==> src/rtl/xaddr_pkg.sv <==
package xaddr_pkg;
    localparam int PTR_W  = 16;
    localparam int PAGE_W = 6;
    localparam int ACC_W  = 8;
    localparam int ADDR_W = PAGE_W + PTR_W;
    localparam int NPTR   = 2;

    typedef enum logic [2:0] {
        OP_NONE,
        OP_XDATA,
        OP_TBL,
        OP_JUMP,
        OP_INC,
        OP_DEC
    } op_e;

    typedef struct packed {
        logic [PAGE_W-1:0] page;
        logic [PTR_W-1:0]  lo;
    } xptr_t;

    function automatic logic [PTR_W-1:0] index_add(
        input logic [PTR_W-1:0] base,
        input logic [ACC_W-1:0] idx
    );
        return base + {{(PTR_W-ACC_W){1'b0}}, idx};
    endfunction

    function automatic logic forms_addr(input op_e op);
        return (op == OP_XDATA) || (op == OP_TBL) || (op == OP_JUMP);
    endfunction
endpackage

==> src/rtl/xaddr_op_decode.sv <==
module xaddr_op_decode
    import xaddr_pkg::*;
(
    input  logic op_xdata,
    input  logic op_tblrd,
    input  logic op_ijmp,
    input  logic op_inc,
    input  logic op_dec,
    output op_e  op
);
    always_comb begin
        if (op_xdata)      op = OP_XDATA;
        else if (op_tblrd) op = OP_TBL;
        else if (op_ijmp)  op = OP_JUMP;
        else if (op_inc)   op = OP_INC;
        else if (op_dec)   op = OP_DEC;
        else               op = OP_NONE;
    end
endmodule

==> src/rtl/xaddr_ptr_step.sv <==
module xaddr_ptr_step
    import xaddr_pkg::*;
(
    input  logic [$clog2(NPTR)-1:0] sel,
    input  op_e                     op,
    input  xptr_t                   ptr_in  [NPTR],
    output xptr_t                   ptr_out [NPTR]
);
    for (genvar g = 0; g < NPTR; g++) begin : g_ptr
        always_comb begin
            ptr_out[g] = ptr_in[g];
            if (int'(sel) == g) begin
                // only the low half moves; the page never sees the carry
                if (op == OP_INC)      ptr_out[g].lo = ptr_in[g].lo + 1'b1;
                else if (op == OP_DEC) ptr_out[g].lo = ptr_in[g].lo - 1'b1;
            end
        end
    end
endmodule

==> src/rtl/xaddr_compose.sv <==
module xaddr_compose
    import xaddr_pkg::*;
(
    input  op_e               op,
    input  xptr_t             cur,
    input  logic [ACC_W-1:0]  acc,
    input  logic [PAGE_W-1:0] code_page,
    output logic              load,
    output logic [ADDR_W-1:0] addr_nx
);
    always_comb begin
        load = forms_addr(op);
        unique case (op)
            OP_XDATA:       addr_nx = {cur.page, cur.lo};
            OP_TBL, OP_JUMP: addr_nx = {code_page, index_add(cur.lo, acc)};
            default:        addr_nx = '0;
        endcase
    end
endmodule

==> src/rtl/ext_addr_former.sv <==
module ext_addr_former
    import xaddr_pkg::*;
(
    input  logic              clk,
    input  logic              rst,
    input  logic              ptr_sel,
    input  logic [15:0]       ptr0,
    input  logic [15:0]       ptr1,
    input  logic [5:0]        page0,
    input  logic [5:0]        page1,
    input  logic [7:0]        acc,
    input  logic [5:0]        code_page,
    input  logic              op_xdata,
    input  logic              op_tblrd,
    input  logic              op_ijmp,
    input  logic              op_inc,
    input  logic              op_dec,
    output logic [21:0]       addr_q,
    output logic [15:0]       ptr0_nx,
    output logic [15:0]       ptr1_nx,
    output logic [5:0]        page0_nx,
    output logic [5:0]        page1_nx
);
    op_e               op;
    xptr_t             ptrs_in  [NPTR];
    xptr_t             ptrs_out [NPTR];
    xptr_t             cur;
    logic              load;
    logic [ADDR_W-1:0] addr_nx;

    assign ptrs_in[0] = '{page: page0, lo: ptr0};
    assign ptrs_in[1] = '{page: page1, lo: ptr1};
    assign cur        = ptrs_in[ptr_sel];

    xaddr_op_decode u_dec (
        .op_xdata (op_xdata),
        .op_tblrd (op_tblrd),
        .op_ijmp  (op_ijmp),
        .op_inc   (op_inc),
        .op_dec   (op_dec),
        .op       (op)
    );

    xaddr_ptr_step u_step (
        .sel     (ptr_sel),
        .op      (op),
        .ptr_in  (ptrs_in),
        .ptr_out (ptrs_out)
    );

    xaddr_compose u_comp (
        .op        (op),
        .cur       (cur),
        .acc       (acc),
        .code_page (code_page),
        .load      (load),
        .addr_nx   (addr_nx)
    );

    always_ff @(posedge clk) begin
        if (rst)       addr_q <= '0;
        else if (load) addr_q <= addr_nx;
    end

    assign ptr0_nx  = ptrs_out[0].lo;
    assign ptr1_nx  = ptrs_out[1].lo;
    assign page0_nx = ptrs_out[0].page;
    assign page1_nx = ptrs_out[1].page;
endmodule

==> config.mk <==
export PLATFORM = sky130hd
export DESIGN_NAME = ext_addr_former
export DESIGN_NICKNAME = d
export VERILOG_FILES = /design/src/rtl/xaddr_pkg.sv /design/src/rtl/xaddr_op_decode.sv /design/src/rtl/xaddr_ptr_step.sv /design/src/rtl/xaddr_compose.sv /design/src/rtl/ext_addr_former.sv
export SDC_FILE = /design/constraint.sdc
export NUM_CORES = 1
export LEC_CHECK = 0
export ABC_CLOCK_PERIOD_IN_PS = 3100
export BUFFER_PORTS_ARGS = -buffer_cell sky130_fd_sc_hd__buf_4
export CELL_PAD_IN_SITES_DETAIL_PLACEMENT = 1
export CELL_PAD_IN_SITES_GLOBAL_PLACEMENT = 2
export CORE_MARGIN = 4
export CORE_UTILIZATION = 25
export CTS_CLUSTER_DIAMETER = 50
export CTS_CLUSTER_SIZE = 8
export DETAILED_ROUTE_END_ITERATION = 6
export GPL_ROUTABILITY_DRIVEN = 0
export GPL_TIMING_DRIVEN = 1
export PLACE_DENSITY = 0.87
export SLEW_MARGIN = 25
export SYNTH_ARGS = -nofsm -noshare
export SYNTH_HDL_FRONTEND = slang
export SYNTH_HIERARCHICAL = 1
export SYNTH_SLANG_ARGS = --single-unit
==> constraint.sdc <==
create_clock -name clk -period 3.1 [get_ports clk]
set_input_delay 0.155 -clock clk [delete_from_list [all_inputs] [get_ports clk]]
set_output_delay 0.155 -clock clk [all_outputs]
set_load 0.05 [all_outputs]
==> metrics.cfg, run 1 <==
[layout]
syn_to_final_growth_pct=36.10
largest_register_ffs=22
fin_area_um2=4184
antenna_cells=0
multi_input_area_um2=2374
drive_gt1_frac=0.3574
final_nets=592
fillers=1474
layout.area.seq_um2=440.4
reg_top3=addr_q (22)
stdcell_count=659
regMostFlops=addr_q

[cts]
cts_resized=0
clock_sinks=22
clk_pin_slew_ns=0.06
cts_tree=yes
cts_hold_buffers=0
cts_buffer_depth=2
numCtsBuffers=3
htreeDepth=1
root_buffer=clkbuf_16
post_cts_buffers=0
clock_latency_ns=0.26

[synthesis]
synth.top_cell.area_share=0.1433
async_reset_ff_frac=0
ys_warn_count=6
ys_ff_latch=22
syn_avg_cell_area_um2=7.647
yosys-top-cells-area=dfxtp_1 14%, mux2_2 8.1%, mux2i_1 7.5%, xor2_1 6.3%, nor2_1 5.7%
synth_flop_cell=dfxtp_1
synth_cell_types=60
synth_edf_count=0
synth_seq_area_share=0.1433
syn_nets=481
netlist_instances=402
yosysTopAreaCell=dfxtp_1
syn-cell-area_um2=3074

[timing]
max-slew-margin-rel=0.4276
fin_crit_sh=0.8865
tns_ns=0
slew_viol_final=0
skew_ns=0
rsz0062_at_grt=false
fmax_mhz=363.9
setup_viol=0
hold_viol_final=0
tightest_slew_ns=0.8496
min_period_ns=2.748

[critical_path]
slowest_stage=or3b_1
cp_data_arrival_time_ns=2.59
r2r_end=addr_q[6]
critPathCaptureType=output port
critPathBufInv=3
reg2reg_slack_ns=2.44
cp_top_family=simple AND/OR/NAND/NOR gates
worstSetupPathType=input pin to output port
required_ns=2.94
cpMostUsedCell=buf_4
r2r_cells=2
cp_slowest_stage_delay_ns=0.50
startpoint_type=input pin
critPathMaxFanout=9
rr_startpoint=addr_q[6]
worstSetupEndpoint=ptr0_nx[14]
critPathLaunch=op_tblrd
cp.depth=9
crit_chain=buf_4 -> nor4_1 -> buf_4 -> or3b_1 -> or3_4 -> a221oi_2 -> nand2_1 -> xnor2_1 -> buf_4

[die]
placeableCoreArea_um2=12010
core.rowCount=40
io_pins=132
die_area_um2=14130
dieHeight_um=118.9
initial_utilization=0.2559
die-width_um=118.9

[grt]
busiest_layer=met2
globalRoute.totalOverflow=0
grt_pass1_vias=3562
antenna_found_initial=0
grt_max_degree=26
gr-usage-met3=0.02042
grt_util_met2=0.2703
track_usage=0.1559
met1_usage=0.2112
grt_first_pass_wirelength_um=18560

[power]
intPower_mw=0.8507
pwr-share-seq=0.223
sw_frac_of_total=0.4172
power_density_nw_per_um2=348.9
p_sw_mw=0.6091
p_leak_nw=1.882
p_total_mw=1.460
peakVddDrop_uv=294.2
clock_power_share=0.252
p_comb_frac=0.525

[route]
vias=3375
drc=0
ant_nets=0
wl_per_cell_um=17.46
drt-total-wl_um=11500
drtIter0Drc=173
dr.pass1.iters=4
vias_per_cell=5.121

[placement]
place_area_um2=4079
dp.cells=655
io_buffer_count=131
hpwl_um=9446

[hold_path]
hold_class=input pin to register

[job]
max-cap-violations=0

[status]
status=completed

power by group through the flow:
stage | combinational [mW] | sequential (mW) | clock, mW
after floorplan | 0.433 | 0.419 | 0
after CTS | 0.769 | 0.325 | 0.372
after global placement | 0.753 | 0.329 | 0
after detailed placement | 0.767 | 0.331 | 0
final | 0.767 | 0.325 | 0.368
after global routing | 0.826 | 0.328 | 0.384
cell usage after synthesis (3+ instances only):
master,n
a211oi_1,5
a21o_1,5
a21oi_1,18
a22o_1,8
and3_1,3
buf_2,3
buf_4,14
buf_6,3
clkbuf_1,9
dfxtp_1,22
ha_1,12
inv_1,8
mux2_2,22
mux2i_1,23
nand2_1,39
nand3_1,11
nand4_1,7
nor2_1,47
nor3_1,8
nor3b_1,5
nor4_1,10
o211ai_1,4
o21ai_0,18
o22ai_1,3
or3_1,5
or4_1,9
xnor2_1,16
xor2_1,22
stage by stage:
step,setup slack [ns],hold WS (ns),util
2_1_floorplan,0.03173,0.2274,-
3_3_place_gp,0.3830,0.4848,0.3396
3_5_place_dp,0.3509,0.4895,0.3396
4_1_cts,0.3471,0.2331,0.3483
5_1_grt,0.1785,0.2497,0.3483
6_report,0.3520,0.2346,0.3483
final cells by class:
class	instances	area share
multi-input cells	338	0.5673
inverters	8	0.007177
flip-flops and latches	22	0.1053
well taps	147	0.04396
clock inverters	1	0.007177
clock buffers	3	0.01794
repair buffers	140	0.2512
how the worst min path moves through the flow:
stage | depth (start not counted) | slack, ns | start | endpoint
2_1_floorplan | 1 | 0.23 | rst | addr_q[20]
3_3_place_gp | 2 | 0.48 | addr_q[12] | addr_q[12]
3_5_place_dp | 2 | 0.49 | addr_q[12] | addr_q[12]
4_1_cts | 2 | 0.23 | rst | addr_q[14]
5_1_grt | 2 | 0.25 | rst | addr_q[13]
6_report | 2 | 0.23 | rst | addr_q[21]
cells in the final DEF (no fill, tap or decap), drive strengths merged, types with 7 or more instances in the layout:
cell type	n
nor4	10
nor3	9
xnor2	16
inv	8
nand4	7
mux2	22
dfxtp	22
or4	9
a22o	8
buf	140
ha	12
a21oi	18
o21ai	20
nor2	47
xor2	22
nand3	11
mux2i	23
a21o	7
nand2	39
kinds of logic after synthesis:
logic type / Yosys count / share of synthesized area
AO/OA/AOI/OAI: 82 / 0.1876
XOR/XNOR: 38 / 0.1083
adder cells (fa/ha/maj): 13 / 0.05535
buffers and inverters: 42 / 0.08791
flip-flops: 22 / 0.1433
multiplexers: 45 / 0.1555
AND/OR/NAND/NOR: 160 / 0.2621
per-layer routing:
metal | vias up | share of wire
li1 | 1668 | -
met1 | 1634 | 0.48
met2 | 66 | 0.48
met3 | 7 | 0.035
met4 | 0 | 0.0066
met5 | - | 0
Note: power is estimated with default switching activity, not from simulation.
==> run 2: changes to the inputs <==
--- a/config.mk
+++ b/config.mk
@@ -16,7 +16,7 @@
 export DETAILED_ROUTE_END_ITERATION = 6
 export GPL_ROUTABILITY_DRIVEN = 0
 export GPL_TIMING_DRIVEN = 1
-export PLACE_DENSITY = 0.87
+export PLACE_DENSITY = 0.89
 export SLEW_MARGIN = 25
 export SYNTH_ARGS = -nofsm -noshare
 export SYNTH_HDL_FRONTEND = slang
==> metrics.cfg, run 2 (same netlist as run 1, synthesis figures left out) <==
[status]
status=completed

[cts]
numCtsBuffers=3
clock_latency_ns=0.25
cts_resized=0
htreeDepth=1
clock_sinks=22
post_cts_buffers=0
cts_tree=yes
root_buffer=clkbuf_16
clk_pin_slew_ns=0.06
cts_buffer_depth=2
cts_hold_buffers=0

[job]
max-cap-violations=0

[route]
ant_nets=0
drc=0
drt-total-wl_um=11460
drtIter0Drc=190
vias=3390
dr.pass1.iters=4
wl_per_cell_um=17.36
vias_per_cell=5.136

[timing]
setup_viol=0
tns_ns=0
fin_crit_sh=0.8927
whs_ns=0.2463
max-slew-margin-rel=0.5226
hold_viol_final=0
slew_viol_final=0
rsz0062_at_grt=false
skew_ns=0
min_period_ns=2.767
tightest_slew_ns=0.7086
fmax_mhz=361.4

[grt]
grt_first_pass_wirelength_um=18540
grt_pass1_vias=3537
antenna_found_initial=0
globalRoute.totalOverflow=0
grt_max_degree=26
track_usage=0.1556

[critical_path]
cp.depth=9
critPathMaxFanout=9
required_ns=2.94
critPathLaunch=op_tblrd
reg2reg_slack_ns=2.45
cpMostUsedCell=buf_4
cp_data_arrival_time_ns=2.61
cp_slowest_stage_delay_ns=0.50
cp_top_family=simple AND/OR/NAND/NOR gates
crit_chain=buf_4 -> nor4_1 -> buf_4 -> or3b_1 -> or3_4 -> a221oi_2 -> nand2_1 -> xnor2_1 -> buf_4
critPathCaptureType=output port
startpoint_type=input pin
critPathBufInv=3
rr_startpoint=addr_q[13]
r2r_cells=2
worstSetupEndpoint=ptr0_nx[14]
worstSetupPathType=input pin to output port
r2r_end=addr_q[13]
slowest_stage=or3b_1

[layout]
final_nets=593
final_cell_mix=140 x buf_4, 47 x nor2_1, 39 x nand2_1
largest_register_ffs=22
reg_top3=addr_q (22)
antenna_cells=0
multi_input_area_um2=2374
syn_to_final_growth_pct=36.75
final_common_cell=buf_4
fillers=1496
layout.area.seq_um2=440.4
drive_gt1_frac=0.3587
regMostFlops=addr_q

[power]
peakVddDrop_uv=330.7
p_total_mw=1.452
power_density_nw_per_um2=345.3
p_leak_nw=1.889

[die]
initial_utilization=0.2559
placeableCoreArea_um2=12010
dieHeight_um=118.9
core.rowCount=40
io_pins=132
die-width_um=118.9
die_area_um2=14130

[hold_path]
hold_class=input pin to register

[placement]
io_buffer_count=131
hpwl_um=9481

-- run 2: layout make-up --
type,instances,area share
Clock buffer,3,0.01786
Timing Repair Buffer,141,0.2548
Tap cell,147,0.04375
Sequential cell,22,0.1048
Multi-Input combinational cell,338,0.5646
Clock inverter,1,0.007143
Inverter,8,0.007143
-- run 2: metrics by stage --
step                      worst slack (ns)  area [um2]  instances  utilization
after floorplan                    0.03173        3074        402            -
after global placement              0.3629        4099        656       0.3413
after detailed placement            0.2759        4099        656       0.3413
after CTS                           0.3357        4204        660       0.3500
after global routing                0.2299        4204        660       0.3500
final                               0.3326        4204        660       0.3500
-- run 2: power breakdown --
group          leakage, nW  internal [mW]  switching (mW)  total (mW)
sequential           0.181          0.309          0.0148       0.324
clock               0.0511          0.256           0.103       0.359
combinational         1.66          0.286           0.483       0.768
-- run 2: routing by layer --
metal	routed length, um	track usage
met5	0	0
met4	49	0.02028
met3	499	0.02327
met2	5633	0.2750
met1	5275	0.2056
-- run 2: worst min path at each step --
stage	startpoint	depth (start not counted)	to	slack (ns)
2_1_floorplan	rst	1	addr_q[20]	0.23
4_1_cts	rst	2	addr_q[14]	0.24
5_1_grt	rst	2	addr_q[20]	0.26
6_report	rst	2	addr_q[10]	0.25
3_5_place_dp	addr_q[0]	2	addr_q[0]	0.49
3_3_place_gp	addr_q[12]	2	addr_q[12]	0.48
